===== src/rtl/eiv_pkg.sv =====
package eiv_pkg;

  localparam int MODE_W = 3;

  typedef enum logic [MODE_W-1:0] {
    TRIG_RISE = 3'd0,
    TRIG_FALL = 3'd1,
    TRIG_BOTH = 3'd2,
    TRIG_HIGH = 3'd3,
    TRIG_LOW  = 3'd4
  } trig_mode_e;

  // Legal code set differs between level-capable and edge-only sources
  function automatic logic mode_supported(input logic level_cap,
                                          input logic [MODE_W-1:0] m);
    if (level_cap)
      return (m == TRIG_RISE) || (m == TRIG_FALL) ||
             (m == TRIG_HIGH) || (m == TRIG_LOW);
    else
      return (m == TRIG_RISE) || (m == TRIG_FALL) || (m == TRIG_BOTH);
  endfunction

  function automatic logic mode_is_level(input logic [MODE_W-1:0] m);
    return (m == TRIG_HIGH) || (m == TRIG_LOW);
  endfunction

endpackage


===== src/rtl/eiv_sync.sv =====
module eiv_sync #(
  parameter int W = 4
) (
  input  logic         clk,
  input  logic         rst_n,
  input  logic [W-1:0] async_i,
  output logic [W-1:0] sync_o
);

  logic [W-1:0] meta_q;
  logic [W-1:0] stab_q;

  always_ff @(posedge clk or negedge rst_n) begin
    if (!rst_n) begin
      meta_q <= '0;
      stab_q <= '0;
    end else begin
      meta_q <= async_i;
      stab_q <= meta_q;
    end
  end

  assign sync_o = stab_q;

endmodule


===== src/rtl/eiv_noise_filter.sv =====
module eiv_noise_filter #(
  parameter int DEPTH    = 2,
  parameter int DIV_LOG2 = 4
) (
  input  logic clk,
  input  logic rst_n,
  input  logic raw_i,
  input  logic slow_i,
  output logic lvl_o
);

  localparam int CNT_W = (DEPTH > 1) ? $clog2(DEPTH + 1) : 1;

  logic [DIV_LOG2-1:0] pre_q;
  logic [CNT_W-1:0]    cnt_q;
  logic                lvl_q;
  logic                tick;

  assign tick = !slow_i || (&pre_q);

  always_ff @(posedge clk or negedge rst_n) begin
    if (!rst_n) begin
      pre_q <= '0;
      cnt_q <= '0;
      lvl_q <= 1'b0;
    end else begin
      pre_q <= pre_q + 1'b1;
      if (tick) begin
        if (raw_i == lvl_q) begin
          cnt_q <= '0;
        end else if (cnt_q == CNT_W'(DEPTH - 1)) begin
          lvl_q <= raw_i;
          cnt_q <= '0;
        end else begin
          cnt_q <= cnt_q + 1'b1;
        end
      end
    end
  end

  assign lvl_o = lvl_q;

  AST_FILT_FOLLOW: assert property (@(posedge clk) disable iff (!rst_n)
    !$stable(lvl_q) |-> (lvl_q == $past(raw_i)));

endmodule


===== src/rtl/eiv_trigger.sv =====
module eiv_trigger
  import eiv_pkg::*;
#(
  parameter bit LEVEL_CAP = 1'b1
) (
  input  logic              clk,
  input  logic              rst_n,
  input  logic              lvl_i,
  input  logic [MODE_W-1:0] mode_i,
  input  logic              ack_i,
  output logic              pend_o,
  output logic              edge_hit_o
);

  logic prev_q, pend_q, pend_d;
  logic rise, fall, hit, ok, is_lvl;

  always_comb begin
    rise   = lvl_i && !prev_q;
    fall   = !lvl_i && prev_q;
    ok     = mode_supported(LEVEL_CAP, mode_i);
    is_lvl = ok && mode_is_level(mode_i);
    case (mode_i)
      TRIG_RISE: hit = rise;
      TRIG_FALL: hit = fall;
      TRIG_BOTH: hit = rise || fall;
      TRIG_HIGH: hit = lvl_i;
      TRIG_LOW:  hit = !lvl_i;
      default:   hit = 1'b0;
    endcase
    if (!ok)         pend_d = 1'b0;
    else if (is_lvl) pend_d = hit;
    else if (hit)    pend_d = 1'b1;
    else if (ack_i)  pend_d = 1'b0;
    else             pend_d = pend_q;
  end

  always_ff @(posedge clk or negedge rst_n) begin
    if (!rst_n) begin
      prev_q <= 1'b0;
      pend_q <= 1'b0;
    end else begin
      prev_q <= lvl_i;
      pend_q <= pend_d;
    end
  end

  assign pend_o     = pend_q;
  assign edge_hit_o = ok && !is_lvl && hit;

  AST_BAD_MODE_QUIET: assert property (@(posedge clk) disable iff (!rst_n)
    !ok |=> !pend_q);
  AST_LEVEL_KEEP: assert property (@(posedge clk) disable iff (!rst_n)
    (is_lvl && hit) |=> pend_q);

endmodule


===== src/rtl/eiv_arbiter.sv =====
module eiv_arbiter #(
  parameter int N          = 4,
  parameter int VEC_W      = 8,
  parameter int VEC_BASE   = 3,
  parameter int VEC_STRIDE = 8
) (
  input  logic             clk,
  input  logic             rst_n,
  input  logic [N-1:0]     pend_i,
  input  logic [N-1:0]     en_i,
  input  logic             ready_i,
  output logic             valid_o,
  output logic [VEC_W-1:0] vector_o,
  output logic [N-1:0]     ack_o
);

  localparam int SRC_W = (N > 1) ? $clog2(N) : 1;
  localparam logic [N-1:0] ONE = {{(N-1){1'b0}}, 1'b1};

  logic [N-1:0]     req;
  logic [SRC_W-1:0] sel;
  logic [SRC_W-1:0] src_q;
  logic             valid_q;

  always_comb begin
    ack_o = '0;
    if (valid_q && ready_i) ack_o = ONE << src_q;
    req = pend_i & en_i & ~ack_o;
    sel = '0;
    for (int i = N - 1; i >= 0; i--) begin
      if (req[i]) sel = SRC_W'(i);
    end
  end

  always_ff @(posedge clk or negedge rst_n) begin
    if (!rst_n) begin
      valid_q <= 1'b0;
      src_q   <= '0;
    end else begin
      valid_q <= |req;
      if (|req) src_q <= sel;
    end
  end

  assign valid_o  = valid_q;
  assign vector_o = VEC_W'(VEC_BASE) + VEC_W'(VEC_STRIDE) * VEC_W'(src_q);

  AST_ACK_BUBBLE: assert property (@(posedge clk) disable iff (!rst_n)
    (valid_q && ready_i) |=> !(valid_q && (src_q == $past(src_q))));
  AST_VALID_FROM_PEND: assert property (@(posedge clk) disable iff (!rst_n)
    valid_q |-> |($past(pend_i & en_i) & (ONE << src_q)));

endmodule


===== src/rtl/ext_irq_vector.sv =====
module ext_irq_vector
  import eiv_pkg::*;
#(
  parameter int N_SRC      = 4,
  parameter int N_LEVEL    = 2,
  parameter int FILT_DEPTH = 2,
  parameter int DIV_LOG2   = 4,
  parameter int VEC_W      = 8,
  parameter int VEC_BASE   = 3,
  parameter int VEC_STRIDE = 8
) (
  input  logic                      clk,
  input  logic                      rst_n,
  input  logic [N_SRC-1:0]          irq_pin,
  input  logic [MODE_W*N_SRC-1:0]   trig_mode,
  input  logic [N_SRC-1:0]          src_en,
  input  logic                      filt_slow,
  output logic                      irq_valid,
  input  logic                      irq_ready,
  output logic [VEC_W-1:0]          irq_vector,
  output logic [N_SRC-1:0]          pend_flags,
  output logic                      tmr_evt,
  output logic                      wake_req
);

  localparam logic [N_SRC-1:0] LVL_MASK  = {N_SRC{1'b1}} >> (N_SRC - N_LEVEL);
  localparam logic [N_SRC-1:0] EDGE_MASK = ~LVL_MASK;

  logic [N_SRC-1:0] sync_lvl;
  logic [N_SRC-1:0] det_lvl;
  logic [N_SRC-1:0] pend;
  logic [N_SRC-1:0] edge_hit;
  logic [N_SRC-1:0] ack;
  logic             filt_lvl;
  logic             evt_q, wake_q;

  eiv_sync #(.W(N_SRC)) u_sync (
    .clk     (clk),
    .rst_n   (rst_n),
    .async_i (irq_pin),
    .sync_o  (sync_lvl)
  );

  eiv_noise_filter #(.DEPTH(FILT_DEPTH), .DIV_LOG2(DIV_LOG2)) u_filt (
    .clk    (clk),
    .rst_n  (rst_n),
    .raw_i  (sync_lvl[N_SRC-1]),
    .slow_i (filt_slow),
    .lvl_o  (filt_lvl)
  );

  for (genvar i = 0; i < N_SRC; i++) begin : g_src
    if (i == N_SRC - 1) begin : g_filtered
      assign det_lvl[i] = filt_lvl;
    end else begin : g_direct
      assign det_lvl[i] = sync_lvl[i];
    end
    eiv_trigger #(.LEVEL_CAP(i < N_LEVEL)) u_trig (
      .clk        (clk),
      .rst_n      (rst_n),
      .lvl_i      (det_lvl[i]),
      .mode_i     (trig_mode[MODE_W*i +: MODE_W]),
      .ack_i      (ack[i]),
      .pend_o     (pend[i]),
      .edge_hit_o (edge_hit[i])
    );
  end

  eiv_arbiter #(
    .N(N_SRC), .VEC_W(VEC_W), .VEC_BASE(VEC_BASE), .VEC_STRIDE(VEC_STRIDE)
  ) u_arb (
    .clk      (clk),
    .rst_n    (rst_n),
    .pend_i   (pend),
    .en_i     (src_en),
    .ready_i  (irq_ready),
    .valid_o  (irq_valid),
    .vector_o (irq_vector),
    .ack_o    (ack)
  );

  always_ff @(posedge clk or negedge rst_n) begin
    if (!rst_n) begin
      evt_q  <= 1'b0;
      wake_q <= 1'b0;
    end else begin
      evt_q  <= |(edge_hit & EDGE_MASK);
      wake_q <= |(pend & src_en & LVL_MASK);
    end
  end

  assign tmr_evt    = evt_q;
  assign wake_req   = wake_q;
  assign pend_flags = pend;

  AST_HOLD_UNDER_BP: assert property (@(posedge clk) disable iff (!rst_n)
    (irq_valid && !irq_ready && $stable(irq_pin) && $stable(trig_mode) &&
     $stable(src_en) && $stable(sync_lvl) && $stable(filt_lvl))
    |=> (pend_flags == $past(pend_flags)));

endmodule


===== config.mk =====
export PLATFORM = sky130hd
export DESIGN_NAME = ext_irq_vector
export DESIGN_NICKNAME = d
export VERILOG_FILES = /design/src/rtl/eiv_pkg.sv /design/src/rtl/eiv_sync.sv /design/src/rtl/eiv_noise_filter.sv /design/src/rtl/eiv_trigger.sv /design/src/rtl/eiv_arbiter.sv /design/src/rtl/ext_irq_vector.sv
export SDC_FILE = /design/constraint.sdc
export NUM_CORES = 1
export LEC_CHECK = 0
export ABC_AREA = 0
export BUFFER_PORTS_ARGS = -buffer_cell sky130_fd_sc_hd__buf_2
export CAP_MARGIN = 40
export CORE_MARGIN = 4
export CORE_UTILIZATION = 35
export CTS_CLUSTER_DIAMETER = 80
export CTS_CLUSTER_SIZE = 30
export DETAILED_ROUTE_END_ITERATION = 8
export PLACE_DENSITY = 0.64
export SLEW_MARGIN = 0
export SYNTH_ARGS = -nofsm -noshare
export SYNTH_HDL_FRONTEND = slang
export SYNTH_SLANG_ARGS = --single-unit

===== constraint.sdc =====
create_clock -name clk -period 1.5 [get_ports clk]
set_input_delay 0.075 -clock clk [delete_from_list [all_inputs] [get_ports clk]]
set_output_delay 0.075 -clock clk [all_outputs]
set_load 0.01 [all_outputs]

==> results.md <==
* Final Hold Fails at 0
* Clk slew on worst S/H paths at approximately 90 ps
* Starting Density at 36.2%
* Die Height at ~70 µm
* CTS Root Cell: clkbuf_8
* Ys flop type: dfrtp_1
* Net switching power at 527 µW
* Routed Antenna Nets at 0
* Placement Rows at 22
* Switching share of power at 29.1%
* Placed cell area at ~1500 µm²
* Setup TNS at 0 ps
* Area share of the largest cell type after synthesis at 52.8%
* Dominant cell type by area after synthesis: dfrtp_1
* Via count at around 910
* Max_slew headroom at between 50% and 60%
* Layout cells sized above 1 at between 20% and 30%
* Die area at between 4000 and 5000 µm²
* Ys Warns at 0
* Capturing point of the worst reg2reg path: tmr_evt$_DFF_PN0_
* P_int at ~1.3 mW
* Outcome: finished, final reports clean
* Max Slew Vio Count at 0
* WHS Endpoint: tmr_evt$_DFF_PN0_
* Avg Inst Size Synth at 11.4 µm²
* Die extent in x at between 60 and 70 µm
* Largest cells by area after synthesis: dfrtp_1 (53%), ha_1 (8.5%), buf_4 (5.7%)
* Average wire per standard cell at 11.6 µm
* Largest net degree at the start of global routing at 29
* Clk network pwr share at 21.1%
* First-pass GRT wire length at a little over 4000 µm
* Crit path largest cell delay at around 470 ps
* Hold Path Cell Cnt at 2
* Asr flop ratio synth at 100%
* Final nets at 185
* Most frequent cell after synthesis: dfrtp_1
* Total CTS buffers at 3
* Clock sinks at 28
* Avg Vias per Cell at approximately 4.6
* Layout Utilization at 43.1%
* Reg-to-Reg Start: g_src[2].u_trig.prev_q$_DFF_PN0_
* Min Tclk post-route at 1360 ps
* Wirelength, routed at ~2300 µm
* Port Buffer Count at 32
* Peak VDD IR at around 0.49 mV
* Critical path, cell by cell: inv_1, ha_1, mux4_2, o22ai_1
* # DRC at 0
* Data arrival, critical path at between 1500 and 2000 ps
* Setup crit end kind: flip-flop
* Combinational fraction of design power at 25.2%
* Antenna violations before repair at 0
* Pre-CTS setup slack at around 150 ps
* Crit path launch type: flip-flop
* Post-CTS Setup Bufs at 0
* Vias in the first global route at around 940
* Drt first pass iters at 4
* I/O pins at 39
* Dpl hpwl at around 1800 µm
* Design Area, Final at between 1500 and 2000 µm²
* Mapped Area at 1330 µm²
* GPL Wtd Cong at 0.658
* Synth cell count leaders: dfrtp_1 (28), inv_1 (11), buf_4 (10)
* Max cap viols at 0
* Number of synthesized register bits at 28
* Overall Global Routing Usage at ~10%
* Post-synth EDFFs at 0
* CP required at 1690 ps
* Diode count at 0
* TritonCTS clock tree: yes
* Reg power frac at 53.7%
* Leak pwr at a little over 0.8 nW
* Remaining global-route overflow at 0
* P per Cell Area at approximately 1100 nW/µm²
* Sequential element share of the synthesized area at between 50% and 60%
* 1st-iter DRT viols at 25
* Clock buffer depth at 2
* Setup clock skew after layout at approximately 6.5 ps
* Setup CP Type: reg -> reg
* Peak Freq at around 740 MHz
* Clock latency on the worst-skew pair at 260 ps
* Setup violators final at 0
* Highest-delay cell along the critical path: mux4_2
* R2R cell count at 4
* R2R Setup Slk at between 100 and 150 ps
* Worst-Margin Slew at 602 ps
* Core box area at approximately 3700 µm²
* Synth-to-layout area growth at 19.0%
* RSZ-0062 raised after global routing: no
* Tcrit/Tclk final at between 90% and 100%
* H-tree depth at 1
* Hold crit path type: in -> reg
* Worst Slack Setup Final at approximately 140 ps
* Distinct cells, synth at 32
* Critical path peak fanout at 2
* Syn Inst Count at around 120
* Hold_sp: trig_mode[11]
* Design Power at 1.81 mW
-- stage by stage --
step                      instances  hold slack, ps
after floorplan                 120            -221
after global placement          190             118
after detailed placement        190             123
after CTS                       198            21.9
after global routing            198            30.5
final                           198            18.0
-- critical path, delay by kind of cell, from the launching register on --
kind | cells | cell delay (ps)
buffers and inverters | 1 | 50
muxes | 1 | 470
adders and majority gates | 1 | 280
AOI/OAI and AO/OA | 1 | 130
DFF | 1 | 360
-- cells in the final DEF (no fill, tap or decap), drive strengths merged, types with 2 or more instances in the layout --
master,n
and2,3
nand4b,2
dlygate4sd3,5
nand2,6
o22ai,2
conb,6
a21oi,6
o21a,4
clkbuf,3
xnor2,2
nor2,6
mux2,3
nand3,2
ha,9
o21ai,2
dfrtp,28
buf,32
inv,11
nand2b,4
-- power groups by stage --
stage          registers [mW]  clock network [mW]  logic [mW]
2_1_floorplan           0.992                   0       0.306
3_3_place_gp            0.982                   0       0.436
3_5_place_dp            0.994                   0       0.451
4_1_cts                 0.976               0.396       0.465
5_1_grt                 0.999               0.430       0.525
6_report                0.973               0.382       0.458
-- metal layers --
metal	global-route usage (%)	vias to the layer above	part of all wire, %
li1	-	439	-
met1	11.8	441	38
met2	17.6	26	55
met3	2.75	2	6.3
met4	2.60	0	0.83
met5	0	-	0
-- logic make-up (layout without fill, tap and decap cells) --
| logic type | count (synthesis) | after routing | share of synthesized area (%) |
|---|---|---|---|
| simple gates | 29 | 29 | 12.5 |
| mux | 5 | 5 | 5.00 |
| other cells | 2 | 6 | 0.566 |
| xor+xnor | 3 | 3 | 1.98 |
| buf+inv | 21 | 51 | 8.77 |
| compound gates | 19 | 19 | 9.91 |
| flops | 28 | 28 | 52.8 |
| fa+ha+maj | 9 | 9 | 8.49 |
-- repair_timing --
item                      4_1_cts  5_1_grt
hold endpoints to repair       32        0
hold buffers                    5        0
gates resized for setup         0        0
-- worst max-delay path by stage --
| stage | start | to | slack, ps | cells past startpoint |
|---|---|---|---|---|
| floorplan | g_src[2].u_trig.prev_q$_DFF_PN0_ | tmr_evt$_DFF_PN0_ | 220 | 4 |
| global placement | g_src[2].u_trig.prev_q$_DFF_PN0_ | tmr_evt$_DFF_PN0_ | 200 | 4 |
| detailed placement | g_src[2].u_trig.prev_q$_DFF_PN0_ | tmr_evt$_DFF_PN0_ | 150 | 4 |
| CTS | g_src[2].u_trig.prev_q$_DFF_PN0_ | tmr_evt$_DFF_PN0_ | 130 | 4 |
| global route | u_filt.lvl_o$_DFFE_PN0P_ | g_src[3].u_trig.pend_o$_DFFE_PN0P_ | 70 | 5 |
| finish | g_src[2].u_trig.prev_q$_DFF_PN0_ | tmr_evt$_DFF_PN0_ | 140 | 4 |
-- area by class of cell --
class,instances,area (µm²)
fill,355,2080
sequential,28,701
tap,48,60.1
multi-input combinational,71,524
inverter,11,41.3
timing repair buffer,37,210
clock buffer,3,41.3
-- state kept, by name, indices dropped and copies added, names as in the netlist --
signal,count
u_sync.meta_q,4
u_filt.cnt_q,2
u_filt.lvl_o,1
u_filt.pre_q,4
u_sync.sync_o,4
g_src.u_trig.prev_q,4
wake_req,1
u_arb.src_q,2
u_arb.valid_o,1
tmr_evt,1
g_src.u_trig.pend_o,4
(Power assumes the default switching activity.)
